## src/rtl/mdl_pkg.sv

```systemverilog
package mdl_pkg;
  typedef enum logic [1:0] {
    DIR_IDLE = 2'd0,
    DIR_SEND = 2'd1,
    DIR_HOLD = 2'd2
  } dir_state_e;
endpackage

```

## src/rtl/mdl_dir_turn.sv

```systemverilog
module mdl_dir_turn
  import mdl_pkg::*;
#(
  parameter int DLY_W = 8
) (
  input  logic             clk_i,
  input  logic             rst_ni,
  input  logic             auto_en_i,
  input  logic             tx_empty_i,
  input  logic             tx_busy_i,
  input  logic             bit_tick_i,
  input  logic [DLY_W-1:0] dly_i,
  output logic             dir_o
);
  dir_state_e       state_q, state_d;
  logic [DLY_W-1:0] cnt_q, cnt_d, cnt_inc;

  assign cnt_inc = cnt_q + 1'b1;

  always_comb begin
    state_d = state_q;
    cnt_d   = cnt_q;
    if (!auto_en_i) begin
      state_d = DIR_IDLE;
      cnt_d   = '0;
    end else begin
      unique case (state_q)
        DIR_IDLE: if (!tx_empty_i) state_d = DIR_SEND;
        DIR_SEND: if (tx_empty_i && !tx_busy_i) begin
          cnt_d   = '0;
          state_d = (dly_i == '0) ? DIR_IDLE : DIR_HOLD;
        end
        DIR_HOLD: begin
          if (!tx_empty_i || tx_busy_i) begin
            state_d = DIR_SEND;
          end else if (bit_tick_i) begin
            if (cnt_inc == dly_i) state_d = DIR_IDLE;
            else                  cnt_d   = cnt_inc;
          end
        end
        default: state_d = DIR_IDLE;
      endcase
    end
  end

  always_ff @(posedge clk_i or negedge rst_ni) begin
    if (!rst_ni) begin
      state_q <= DIR_IDLE;
      cnt_q   <= '0;
    end else begin
      state_q <= state_d;
      cnt_q   <= cnt_d;
    end
  end

  // pending data raises the pin combinationally, ahead of any start bit
  assign dir_o = auto_en_i & (!tx_empty_i | (state_q != DIR_IDLE));
endmodule

```

## src/rtl/mdl_pin_mux.sv

```systemverilog
module mdl_pin_mux #(
  parameter int N_PINS = 2
) (
  input  logic              auto_en_i,
  input  logic              sel_i,
  input  logic              dir_i,
  input  logic [N_PINS-1:0] manual_i,
  output logic [N_PINS-1:0] pin_o
);
  for (genvar i = 0; i < N_PINS; i++) begin : g_pin
    assign pin_o[i] = (auto_en_i && (sel_i == 1'(i))) ? dir_i : manual_i[i];
  end
endmodule

```

## src/rtl/mdl_addr_filter.sv

```systemverilog
module mdl_addr_filter #(
  parameter int ADDR_W = 8
) (
  input  logic            clk_i,
  input  logic            rst_ni,
  input  logic            det_en_i,
  input  logic [ADDR_W-1:0] station_i,
  input  logic            valid_i,
  input  logic [ADDR_W:0] char_i,
  output logic            gate_o,
  output logic            push_o,
  output logic [ADDR_W-1:0] data_o,
  output logic            match_o
);
  localparam int FLAG_BIT = ADDR_W;

  logic listen_q, is_addr, hit, push_d, listen_d;

  assign is_addr = char_i[FLAG_BIT];
  assign hit     = is_addr && (char_i[ADDR_W-1:0] == station_i);

  always_comb begin
    listen_d = listen_q;
    push_d   = 1'b0;
    if (valid_i) begin
      if (!det_en_i) begin
        push_d = 1'b1;
      end else if (is_addr) begin
        listen_d = hit;
        push_d   = hit;
      end else begin
        push_d = listen_q;
      end
    end
  end

  always_ff @(posedge clk_i or negedge rst_ni) begin
    if (!rst_ni) begin
      listen_q <= 1'b0;
      push_o   <= 1'b0;
      match_o  <= 1'b0;
      data_o   <= '0;
    end else begin
      listen_q <= listen_d;
      push_o   <= push_d;
      match_o  <= valid_i && det_en_i && hit;
      if (push_d) data_o <= char_i[ADDR_W-1:0];
    end
  end

  assign gate_o = !det_en_i || listen_q;
endmodule

```

## src/rtl/mdrop_link_ctrl.sv

```systemverilog
module mdrop_link_ctrl #(
  parameter int DLY_W  = 8,
  parameter int ADDR_W = 8
) (
  input  logic              clk_i,
  input  logic              rst_ni,
  input  logic              auto_dir_en_i,
  input  logic              dir_sel_i,
  input  logic              manual_rts_i,
  input  logic              manual_dtr_i,
  input  logic [DLY_W-1:0]  turn_dly_i,
  input  logic              tx_empty_i,
  input  logic              tx_busy_i,
  input  logic              bit_tick_i,
  input  logic              addr_det_en_i,
  input  logic [ADDR_W-1:0] station_addr_i,
  input  logic              rx_valid_i,
  input  logic [ADDR_W:0]   rx_char_i,
  output logic              rts_o,
  output logic              dtr_o,
  output logic              rx_gate_o,
  output logic              rx_push_o,
  output logic [ADDR_W-1:0] rx_data_o,
  output logic              addr_match_o
);
  logic       dir;
  logic [1:0] pins;

  mdl_dir_turn #(.DLY_W(DLY_W)) u_dir (
    .clk_i      (clk_i),
    .rst_ni     (rst_ni),
    .auto_en_i  (auto_dir_en_i),
    .tx_empty_i (tx_empty_i),
    .tx_busy_i  (tx_busy_i),
    .bit_tick_i (bit_tick_i),
    .dly_i      (turn_dly_i),
    .dir_o      (dir)
  );

  mdl_pin_mux #(.N_PINS(2)) u_mux (
    .auto_en_i (auto_dir_en_i),
    .sel_i     (dir_sel_i),
    .dir_i     (dir),
    .manual_i  ({manual_dtr_i, manual_rts_i}),
    .pin_o     (pins)
  );

  assign rts_o = pins[0];
  assign dtr_o = pins[1];

  mdl_addr_filter #(.ADDR_W(ADDR_W)) u_filt (
    .clk_i     (clk_i),
    .rst_ni    (rst_ni),
    .det_en_i  (addr_det_en_i),
    .station_i (station_addr_i),
    .valid_i   (rx_valid_i),
    .char_i    (rx_char_i),
    .gate_o    (rx_gate_o),
    .push_o    (rx_push_o),
    .data_o    (rx_data_o),
    .match_o   (addr_match_o)
  );
endmodule

```

## config.mk

```make
export PLATFORM = sky130hd
export DESIGN_NAME = mdrop_link_ctrl
export DESIGN_NICKNAME = d
export VERILOG_FILES = /design/src/rtl/mdl_pkg.sv /design/src/rtl/mdl_dir_turn.sv /design/src/rtl/mdl_pin_mux.sv /design/src/rtl/mdl_addr_filter.sv /design/src/rtl/mdrop_link_ctrl.sv
export SDC_FILE = /design/constraint.sdc
export NUM_CORES = 1
export LEC_CHECK = 0
export ABC_AREA = 1
export BUFFER_PORTS_ARGS = -buffer_cell sky130_fd_sc_hd__buf_2
export CAP_MARGIN = 20
export CORE_MARGIN = 2
export CORE_UTILIZATION = 56
export CTS_CLUSTER_SIZE = 16
export DETAILED_ROUTE_END_ITERATION = 10
export GPL_ROUTABILITY_DRIVEN = 0
export PLACE_DENSITY = 0.95
export SLEW_MARGIN = 20
export SYNTH_ARGS = -nofsm -noshare
export SYNTH_HDL_FRONTEND = slang
export SYNTH_HIERARCHICAL = 1
export SYNTH_SLANG_ARGS = --single-unit
```

## constraint.sdc

```tcl
create_clock -name clk_i -period 2.6 [get_ports clk_i]
set_input_delay 0.52 -clock clk_i [delete_from_list [all_inputs] [get_ports clk_i]]
set_output_delay 0.52 -clock clk_i [all_outputs]
set_load 0.02 [all_outputs]
```

==> results of run 1 <==
-- sequential cells by signal, summed over array words and instances, names as in the netlist --
| register | flops |
|---|---|
| u_filt/push_o | 1 |
| u_filt/data_o | 8 |
| u_filt/match_o | 1 |
| u_dir/cnt_q | 8 |
| u_filt/listen_q | 1 |
| u_dir/state_q | 2 |
-- area by class of cell --
cell class	count	area, µm²	share of cell area [%]
multi-input cells	198	963	49.6
flip-flops and latches	21	526	27.1
repair buffers	48	240	12.4
inverters	39	146	7.54
well taps	31	38.8	2.00
clock buffers	4	26.3	1.35
-- logic make-up after synthesis --
kind of cell	Yosys count	share of synthesized area (%)
adder cells (fa/ha/maj)	1	0.759
XOR/XNOR	3	1.59
AO/OA/AOI/OAI	11	4.33
flip-flops	21	31.9
buffers and inverters	41	9.64
AND/OR/NAND/NOR	183	51.8
-- per-layer routing --
metal | vias up | global-route usage, % | part of all wire (%) | wire [µm]
met5 | - | 0 | 0 | 0
met4 | 0 | 8.31 | 0.88 | 31
met3 | 4 | 2.90 | 7.3 | 257
met2 | 67 | 39.6 | 49 | 1730
met1 | 770 | 27.9 | 43 | 1510
li1 | 924 | - | - | -
-- synthesized netlist by cell type, drive strengths merged --
library cell / instances / area (µm²)
nand2: 107 / 439
inv: 38 / 143
nand3: 36 / 195
dfrtp: 21 / 526
nor2: 21 / 93.8
nor3: 7 / 46.3
nand4: 5 / 31.3
o21ai: 4 / 23.8
a21oi: 3 / 15.0
nand3b: 3 / 22.5
xor2: 3 / 26.3
a31oi: 2 / 18.8
buf: 2 / 12.5
nor4: 2 / 12.5
or2: 2 / 12.5
a211oi: 1 / 7.51
clkinv: 1 / 3.75
ha: 1 / 12.5
o22ai: 1 / 6.26
-- worst max-delay path by stage --
| stage | startpoint | endpoint | slack [ns] | depth (start not counted) |
|---|---|---|---|---|
| floorplan | u_dir/cnt_q[1] | u_dir/cnt_q[2] | 0.89 | 13 |
| global placement | auto_dir_en_i | dtr_o | 0.62 | 6 |
| detailed placement | auto_dir_en_i | dtr_o | 0.58 | 6 |
| CTS | auto_dir_en_i | dtr_o | 0.57 | 6 |
| global route | u_dir/cnt_q[0] | u_dir/cnt_q[5] | 0.38 | 13 |
| finish | auto_dir_en_i | dtr_o | 0.58 | 6 |
-- per-stage QoR --
stage | instance area (µm²) | hold WS, ns
5_1_grt | 1940 | 0.171
3_3_place_gp | 1910 | 0.450
2_1_floorplan | 1650 | 0.224
4_1_cts | 1940 | 0.164
3_5_place_dp | 1910 | 0.453
6_report | 1940 | 0.155
-- critical path, stage by stage --
cell	delay, ns
sky130_fd_sc_hd__buf_2	0.14
sky130_fd_sc_hd__clkinv_1	0.25
sky130_fd_sc_hd__a31oi_1	0.27
sky130_fd_sc_hd__nand3_1	0.10
sky130_fd_sc_hd__nand2_1	0.07
sky130_fd_sc_hd__buf_2	0.15
-- where the power goes --
part	leakage [nW]	internal [W]	switching [W]	total, W
Clock	0.0150	0.0000596	0.0000854	0.000145
Sequential	0.278	0.000358	0.0000309	0.000389
Combinational	0.826	0.000108	0.000214	0.000322
Total	1.12	0.000525	0.000330	0.000855
==> impl_summary.md, run 1 <==
STA
Setup repair after global routing left no endpoint under its margin. The count of final max-slew check failures is 0. The actual slew at the worst max-slew pin is 0.533 ns. The share of the clock period used by the worst path is 77.6%.

The count of final hold-check violations is 0. The fmax is 495 MHz. Headroom to the max-slew limit came out at 64.3%. After routing, the total negative slack on setup checks comes to 0 ns. After layout, the worst setup slack is 0.582 ns. The largest clock skew in the final design is 0.00184 ns. The shortest period the worst path allows is 2.02 ns. The final number of setup-violating endpoints is 0.

Synthesis
Synthesis produced a netlist whose cell count is 260. The total nets after synthesis is 297. The synthesized design contains 21 register bits. The synthesized area per cell is 6.34 µm².

Counting distinct cell types in the post-synthesis netlist gives 29. The Yosys step of the flow raised 6 warnings. The post-synthesis instance area is 1650 µm². Sequential cells were found to cover 31.9% of the synthesized design area.

Die
49 I/O pins were placed. The initial core utilization is 59.2%. After floorplanning, the core was divided into 19 placement rows. The core area is 2780 µm². From left edge to right edge, the die measures 58.2 µm.

The area of the die is 3390 µm². The floorplan step set the die height to 58.2 µm.

Route
The overall routed net length is 3.53 mm. In the routed design, unresolved DRC markers number 0. The count of nets left with antenna violations once routing finished came out at 0. After the first detailed-routing iteration, the DRC count stood at 115. In the routed layout, each cell is associated on average with a via count of 5.18.

The first-pass iteration count of the detailed router is 4. The total vias in the final route is 1765. The final routed wire length divided by cell count is 10.3 µm.

Cells and area
The number of antenna diodes in the final layout is 0. The number of fill cells is 252. The ratio of cells with drive above 1 in the final layout is 23.2%.

Cells fill 69.8% of the core in the end. The most frequent standard cell in the layout excluding fill and tap cells is sky130_fd_sc_hd__nand2_1. The number of standard cells in the final layout excluding fillers is 341. The area growth from synthesis to layout is 17.8%.

The library cells used most frequently in the layout, excluding fill and tap cells, are sky130_fd_sc_hd__nand2_1 (100), sky130_fd_sc_hd__buf_2 (48), sky130_fd_sc_hd__inv_1 (37), sky130_fd_sc_hd__nand3_1 (33), sky130_fd_sc_hd__dfrtp_1 (21). In the final design database the tool counted 348 nets.

Clock tree
The insertion delay of the later-clocked pin in the worst-skew pair is 0.29 ns. The number of clock sinks is 21. The TritonCTS clock tree is yes. Counting the buffers created by CTS gives 3. In this run, post-CTS hold repair placed 0 buffers. The deepest level of the CTS H-tree is 1.

The clock root buffer master is sky130_fd_sc_hd__clkbuf_4. The number of buffers on the longest clock path is 2. After clock tree synthesis, the setup repair step added 0 buffers. The number of gates resized after CTS was 0. The CTS clock-pin slew for the worst setup and hold paths is 0.10 ns.

Place
Timing analysis after detailed placement gives a worst setup slack of 0.577 ns. Once placement completed, the tool counted placed cells totaling 337. Summed over all nets, the half-perimeter wirelength after detailed placement is 3.00 mm. The number of buffer cells added on primary ports is 48.

Global routing
The pin count of the biggest net entering global routing is 22. The via count of the first global-routing pass came to 1505. The initial antenna violation count is 0. After global routing the overflow that remains totals 0. For this run, the total global-route usage over all layers was measured as 22.4%. The first global-routing pass estimated 5.91 mm of wire.

Worst hold path
The class of the tightest hold or removal check is in2async.

Setup path
The worst register-to-register path begins at u_dir/cnt_q[0]. The capturing element type of the critical path is an output pin. STA classifies the critical path startpoint as a primary input. For flop-to-flop paths, the worst setup slack is 0.61 ns. The critical path is of the in2out type. The worst register-to-register path ends at u_dir/cnt_q[2]. The worst register-to-register path has a depth of 13. The biggest fanout along the worst timing path is 9. The data required time of the worst path is 2.08 ns. Data arrives at the worst endpoint at 1.50 ns.

Power and ir drop
The maximum resistive drop on vdd is 467 µV. Summed over all cells, the static leakage comes to 1.12 nW. Power comes to 0.000855 W. The total power per unit cell area is 441 nW/µm².

Outcome
The flow ran to the end, and the final reports show no timing, DRC or antenna violations.

Flow run
The tool flagged a number of max-cap violations equal to 0.
Note: power is estimated with default switching activity, not from simulation.
==> inputs of run 2 (changes only) <==
CORE_UTILIZATION = 47   (was 56)
PLACE_DENSITY = 0.88   (was 0.95)
clock period = 1.7 ns   (was 2.6 ns; I/O delays follow)
==> impl_summary.md, run 2 (synthesis results as in run 1) <==
Power and ir drop
The clock network fraction of design power is 16.3% (-0.6 points). The switching share of power is 40.1% (+1.5 points). The internal power component is 0.000862 W (+64%). The maximum resistive drop on vdd is 378 µV (-19%). The combinational power share is 42.8% (+5.2 points). The total power per unit cell area was 668 nW/µm² (+52%).

The switching component of the power is 0.000576 W (+74%). The leakage power of the design is 1.20 nW (+7.3%). The sum of internal, switching and leakage power is 0.00144 W (+68%). The sequential group share of total power is 40.9% (-4.5 points).

Worst hold path
The worst hold path was traced through 3 stages. In this run the worst hold path is classified as in2reg. For hold timing, the worst endpoint is u_filt/data_o[6].

The startpoint of the lowest-slack hold path is rx_char_i[6].

STA
The worst-case headroom to the max-slew limit is 58.9% (-5.4 points). The count of final hold-check violations was 0 (unchanged). Setup repair after global routing could not meet its margin everywhere. The setup total negative slack is -1.04 ns (-1.04 ns). The fmax is 549 MHz. The final number of setup-violating endpoints is 10 (+10). The actual slew at the worst max-slew pin is 0.614 ns (+0.0812 ns). The shortest period the worst path allows is 1.82 ns.

The smallest setup slack after layout is -0.122 ns (-0.703 ns). The share of the clock period used by the worst path is 107%. The largest clock skew in the final design came to 0.00283 ns (+0.000985 ns). The count of final max-slew check failures was 0 (unchanged).

Clock tree
The insertion delay of the later-clocked pin in the worst-skew pair is 0.30 ns (about the same). The CTS clock-pin slew for the worst setup and hold paths is 0.11 ns (about the same). In this run the clock root is driven by a sky130_fd_sc_hd__clkbuf_4. The TritonCTS clock tree is yes. The TritonCTS buffer count is 3 (unchanged).

The number of clock sinks is 21 (unchanged). The number of buffers on the longest clock path is 2 (unchanged). The deepest level of the CTS H-tree is 1 (unchanged).

Setup path
The maximum cell stage delay along the critical path is 0.53 ns (+0.26 ns). The launching element type of the critical path is a flip-flop. The count of cells along the worst register-to-register path is 13 (unchanged).

The signal arrival time at the worst endpoint came to 2.02 ns (+0.52 ns). The signal on the critical path passes through nand3_2 > nor2_1 > nand2_1 > nand2_1 > nand2_1 > nand2_1 > nor2_2 > nand3_2 > nand2_2 > nand2_4 > nand2_8 > nand2_1 > nand2_1. The most used cell along the critical path is sky130_fd_sc_hd__nand2_1. The data required time of the worst path is 1.90 ns (-0.18 ns). Broken down by cell family, the worst path's largest delay share belongs to simple AND/OR/NAND/NOR gates. The count of buffer and inverter cells on the critical path is 0 (-3). The capturing element type of the critical path is a flip-flop. The worst setup path is of the reg2reg kind. The biggest fanout along the worst timing path was 8 (-1).

The worst-case register-to-register setup slack was -0.12 ns (-0.73 ns). Among all stages on the critical path, the largest delay is contributed by sky130_fd_sc_hd__dfrtp_1. The capture point of the worst reg-to-reg path is u_dir/cnt_q[1]. The origin of the critical flop-to-flop path is u_dir/cnt_q[3].

Global routing
The via count of the first global-routing pass is 1788 (+19%). The initial antenna violation count is 0 (unchanged). The pin count of the biggest net entering global routing is 22 (unchanged).

The remaining global-route overflow is 0 (unchanged). The first-pass GRT wire length is 7.13 mm (+21%). The total global routing track utilization is 22.0% (-0.46 points).

Route
The first-iteration detailed-routing DRC count came to 117 (+1.7%). The final routed wire length divided by cell count is 11.6 µm (+12%). The first-pass iteration count of the detailed router was 4 (unchanged). The antenna violation net count after detailed routing is 0 (unchanged). The overall routed net length came to 4.28 mm (+21%). The vias per cell is 5.03 (-2.9%).

The DRC violation count after routing is 0 (unchanged). The total vias in the final route is 1855 (+5.1%).

Place
The number of buffer cells added on primary ports is 48 (unchanged). The placed wire-length estimate after detailed placement is 3.17 mm (+5.6%). The placed cell count is 360 (+6.8%).

Cells and area
The ratio of cells with drive above 1 in the final layout is 31.0% (+7.7 points). In the layout the commonest cells are sky130_fd_sc_hd__nand2_1 (97), sky130_fd_sc_hd__buf_2 (46), sky130_fd_sc_hd__inv_1 (35), sky130_fd_sc_hd__nand3_1 (31), sky130_fd_sc_hd__dfrtp_1 (20). The area growth from synthesis to layout is 30.5%. The total inserted antenna cells came to 0 (unchanged). The number of standard cells in the final layout excluding fillers came to 369 (+8.2%).

The largest registers in the layout are u_dir/cnt_q (8), u_filt/data_o (8), u_dir/state_q (2). The total number of nets in the final design is 361 (+3.7%). Leaving out fill and tap cells, the most frequent cell in the layout is sky130_fd_sc_hd__nand2_1.

Outcome
The run finished, with violations left. The checks that failed: negative setup slack.

Die
The initial core utilization came to 49.0% (-10 points). The die width came to 63.2 µm (+8.5%). The total number of placement rows is 21 (+2).

The area of the die is 4000 µm² (+18%). The number of top-level pins is 49 (unchanged). The overall die height was 63.2 µm (+8.5%). The core area is 3360 µm² (+21%).

Flow run
The count of maximum capacitance violations was 0 (unchanged).
run 2: cell types whose count changed in the layout (fill, tap and decap cells not counted), sizes merged:
cell and change:
buf +12, clkbuf -1, clkinv +1, dlygate4sd3 +1
run 2: worst max-delay path by stage:
stage | startpoint | end | slack [ns] | cells after the start
after CTS | u_dir/cnt_q[0] | u_dir/cnt_q[7] | -0.05 | 11
final | u_dir/cnt_q[3] | u_dir/cnt_q[1] | -0.12 | 13
after floorplan | u_dir/cnt_q[1] | u_dir/cnt_q[2] | 0.02 | 13
after detailed placement | u_dir/cnt_q[0] | u_dir/cnt_q[3] | -0.11 | 13
after global routing | u_dir/cnt_q[3] | u_dir/cnt_q[4] | -0.26 | 12
after global placement | u_dir/cnt_q[0] | u_dir/cnt_q[3] | -0.04 | 13
run 2: stage by stage:
| stage | instance area [µm²] | worst slack [ns] | hold WS, ns | util, % |
|---|---|---|---|---|
| 2_1_floorplan | 1650 | 0.0161 | 0.0444 | - |
| 3_3_place_gp | 2000 | -0.0429 | 0.313 | 59.4 |
| 3_5_place_dp | 2000 | -0.114 | 0.323 | 59.4 |
| 4_1_cts | 2090 | -0.0527 | 0.275 | 62.1 |
| 5_1_grt | 2150 | -0.256 | 0.296 | 64.0 |
| 6_report | 2150 | -0.122 | 0.288 | 64.0 |
run 2: what timing repair did:
item | in CTS | in global routing
hold endpoints to repair | 21 | 0
setup endpoints to repair | 12 | 12
buffers inserted | 2 | 2
resized for setup | 7 | 15
cloned | 0 | 0
pin swaps | 7 | 5
hold buffers | 1 | 0
run 2: power groups by stage:
stage	Clock [W]	Combinational (W)	Sequential (W)
floorplan	0	0.000311	0.000625
global placement	0	0.000497	0.000596
detailed placement	0	0.000512	0.000598
CTS	0.000248	0.000543	0.000586
global route	0.000262	0.000681	0.000593
finish	0.000235	0.000615	0.000588
run 2: area by class of cell:
type	instances	area (µm²)
fillers	324	1210
multi-input cells	198	1040
flip-flops and latches	21	527
repair buffers	61	349
inverters	39	146
well taps	46	57.6
clock buffers	3	22.5
clock inverters	1	5.00
run 2: worst reg2reg max path, delay by kind of cell (launching register included):
kind          cells  cell delay [ns]
flops             1             0.53
simple gates     13             1.19
run 2: layer usage:
| metal | part of all wire [%] | global-route usage [%] | routed length, µm |
|---|---|---|---|
| met3 | 7.1 | 3.39 | 305 |
| met2 | 50 | 40.6 | 2150 |
| met5 | 0 | 0 | 0 |
| met1 | 40 | 24.1 | 1710 |
| met4 | 2.9 | 11.4 | 124 |
==> inputs of run 3 (changes only) <==
CORE_UTILIZATION = 45   (was 47)
PLACE_DENSITY = 0.85   (was 0.88)
==> impl_summary.md, run 3 (synthesis results as in run 1) <==
STA
The shortest period the worst path allows is 1.84 ns (+0.0195 ns). The share of the clock period used by the worst path came to 108% (+1.1 points). Setup repair after global routing could not meet its margin everywhere.

The fmax is 543 MHz (-1.1%). The smallest setup slack after layout is -0.141 ns (-0.0195 ns). The worst hold margin is 0.303 ns (+0.0150 ns). The final number of setup-violating endpoints is 10 (unchanged). The worst-case headroom to the max-slew limit is 59.3% (+0.41 points). The actual slew at the worst max-slew pin is 0.608 ns (-0.00612 ns). The setup total negative slack is -1.24 ns (-0.200 ns).

The count of final hold-check violations came to 0 (unchanged). The largest clock skew in the final design is 0.00285 ns (+0.0000268 ns). The count of final max-slew check failures is 0 (unchanged).

Die
The core area was 3420 µm² (+1.6%). The overall die height is 64.5 µm (+2.1%). The area of the die came to 4160 µm² (+4.2%). The initial core utilization is 48.2% (-0.75 points). The total number of placement rows is 21 (unchanged).

The number of top-level pins was 49 (unchanged). The die width is 64.5 µm (+2.1%).

Power and ir drop
The total power per unit cell area is 643 nW/µm² (-3.7%). The combinational power share is 43.9% (+1.1 points). The leakage power of the design is 1.23 nW (+2.6%). The sequential group share of total power is 40.4% (-0.5 points).

The clock network fraction of design power is 15.7% (-0.6 points). The switching share of power was 39.5% (-0.54 points). The sum of internal, switching and leakage power is 0.00144 W (+0.40%). The internal power component is 0.000873 W (+1.3%). The switching component of the power is 0.000571 W (-0.95%).

The maximum resistive drop on vdd is 437 µV (+16%).

Cells and area
The total inserted antenna cells is 0 (unchanged). In the layout the commonest cells are sky130_fd_sc_hd__nand2_1 (88), sky130_fd_sc_hd__buf_2 (46), sky130_fd_sc_hd__inv_1 (37), sky130_fd_sc_hd__nand3_1 (32), sky130_fd_sc_hd__dfrtp_1 (18). The layout-stage area growth over the synthesis result is 36.1%. The most frequent standard cell in the layout excluding fill and tap cells is sky130_fd_sc_hd__nand2_1.

The largest registers in the layout are u_dir/cnt_q (8), u_filt/data_o (8), u_dir/state_q (2). The number of fill cells is 307 (-5.2%). The total number of nets in the final design is 367 (+1.7%).

The ratio of cells with drive above 1 in the final layout is 34.0% (+3.1 points). The number of standard cells in the final layout excluding fillers is 375 (+1.6%).

Global routing
The pin count of the biggest net entering global routing is 22 (unchanged). The remaining global-route overflow was 0 (unchanged). The first-pass GRT wire length is 7.65 mm (+7.3%). The via count of the first global-routing pass came to 1882 (+5.3%). The total global routing track utilization is 22.7% (+0.72 points). The initial antenna violation count was 0 (unchanged).

Clock tree
The TritonCTS buffer count is 3 (unchanged). The deepest level of the CTS H-tree was 1 (unchanged). The cell sitting at the root of the clock tree is a sky130_fd_sc_hd__clkbuf_4. The CTS clock-pin slew for the worst setup and hold paths is 0.11 ns (about the same). The number of buffers on the longest clock path came to 2 (unchanged). The insertion delay of the later-clocked pin in the worst-skew pair is 0.29 ns (about the same). The number of clock sinks was 21 (unchanged). The TritonCTS clock tree is yes.

Setup path
The maximum cell stage delay along the critical path is 0.42 ns (-0.11 ns). The data required time of the worst path is 1.93 ns (+0.03 ns). The master of the slowest instance on the critical path is sky130_fd_sc_hd__dfrtp_1.

The signal arrival time at the worst endpoint was 2.07 ns (+0.05 ns). The launching element type of the critical path is a flip-flop. STA classifies the critical path endpoint as a flip-flop. The most used cell along the critical path is sky130_fd_sc_hd__nand2_2. On the critical path the largest part of the delay comes from simple AND/OR/NAND/NOR gates.

The signal on the critical path passes through ha_4 > nand3_4 > nor2_2 > nand2_1 > nand3b_1 > nand2_2 > nor2_4 > nand3_2 > nand2_2 > nand2_4 > nand2_8 > nand2_2 > nand2_1. The count of buffer and inverter cells on the critical path came to 0 (unchanged). The biggest fanout along the worst timing path was 8 (unchanged). By startpoint and endpoint, the worst setup path is classified as reg2reg.

Route
The total vias in the final route is 1952 (+5.2%). The routed wire length on met3 was 327 µm (+7.2%). The routed metal-1 wire length is 1.75 mm (+2.8%).

The antenna violation net count after detailed routing came to 0 (unchanged). The vias per cell is 5.21 (+3.5%). The first-pass iteration count of the detailed router came to 5 (+1). The first-iteration detailed-routing DRC count was 158 (+35%).

The final routed wire length divided by cell count is 12.2 µm (+4.9%). The overall routed net length was 4.56 mm (+6.6%). The met2 routed wirelength is 2.32 mm (+8.2%). The DRC violation count after routing was 0 (unchanged).

The top layer reached by signal wires is met4.

Flow run
The count of maximum capacitance violations was 0 (unchanged).

Place
The placed wire-length estimate after detailed placement is 3.32 mm (+4.9%). The placed cell count was 361 (+0.28%). The number of buffer cells added on primary ports is 48 (unchanged).

Outcome
The run finished, with violations left. The final reports fail on negative setup slack.

Worst hold path
The class of the tightest hold or removal check is in2reg.
==> run 3: per-stage QoR <==
stage / util (%) / setup WS [ns] / area [µm²]
2_1_floorplan: - / 0.0161 / 1650
3_3_place_gp: 58.7 / 0.000191 / 2010
3_5_place_dp: 58.7 / -0.0865 / 2010
4_1_cts: 61.6 / -0.0871 / 2100
5_1_grt: 65.7 / -0.296 / 2240
6_report: 65.7 / -0.141 / 2240
==> run 3: worst paths after layout <==
kind	start	to	slack, ns	cells after the start
min	rx_char_i[0]	u_filt/data_o[0]	0.30	3
max in group asynchronous	rst_ni	u_dir/cnt_q[4]	0.84	2
min in group asynchronous	rst_ni	u_filt/data_o[6]	0.52	2
min reg2reg	u_filt/data_o[4]	u_filt/data_o[4]	0.47	2
max reg2reg	u_dir/cnt_q[0]	u_dir/cnt_q[2]	-0.14	13
max	u_dir/cnt_q[0]	u_dir/cnt_q[2]	-0.14	13
==> run 3: power groups by stage <==
stage	Sequential [W]	Clock (W)	Combinational, W
floorplan	0.000625	0	0.000311
global placement	0.000596	0	0.000511
detailed placement	0.000597	0	0.000523
CTS	0.000584	0.000241	0.000558
global route	0.000592	0.000269	0.000694
finish	0.000583	0.000227	0.000633
==> run 3: metal layers <==
metal  GRT usage [%]  vias to the layer above
met3            2.60                       18
li1                -                      962
met4            9.57                        0
met5               0                        -
met1            27.7                      870
met2            40.4                      102
==> run 3: area by class of cell <==
type | instances | area (µm²) | share of cell area, %
inverter | 39 | 146 | 6.53
clock buffer | 4 | 26.3 | 1.17
multi-input combinational | 198 | 1080 | 48.2
tap | 46 | 57.6 | 2.57
timing repair buffer | 67 | 402 | 17.9
sequential | 21 | 529 | 23.6
==> run 3: worst reg2reg max path: cells and delay by family, from the launching register on <==
kind          cells  cell delay [ns]
fa+ha+maj         1             0.18
simple gates     12             1.19
flops             1             0.42
==> run 3: timing repair <==
item,CTS,global route
pin swaps,2,15
resized for setup,5,29
endpoints found under the setup margin,12,12
hold buffers,1,0
gates cloned,0,0
setup buffers,4,5
hold endpoints to repair,21,0
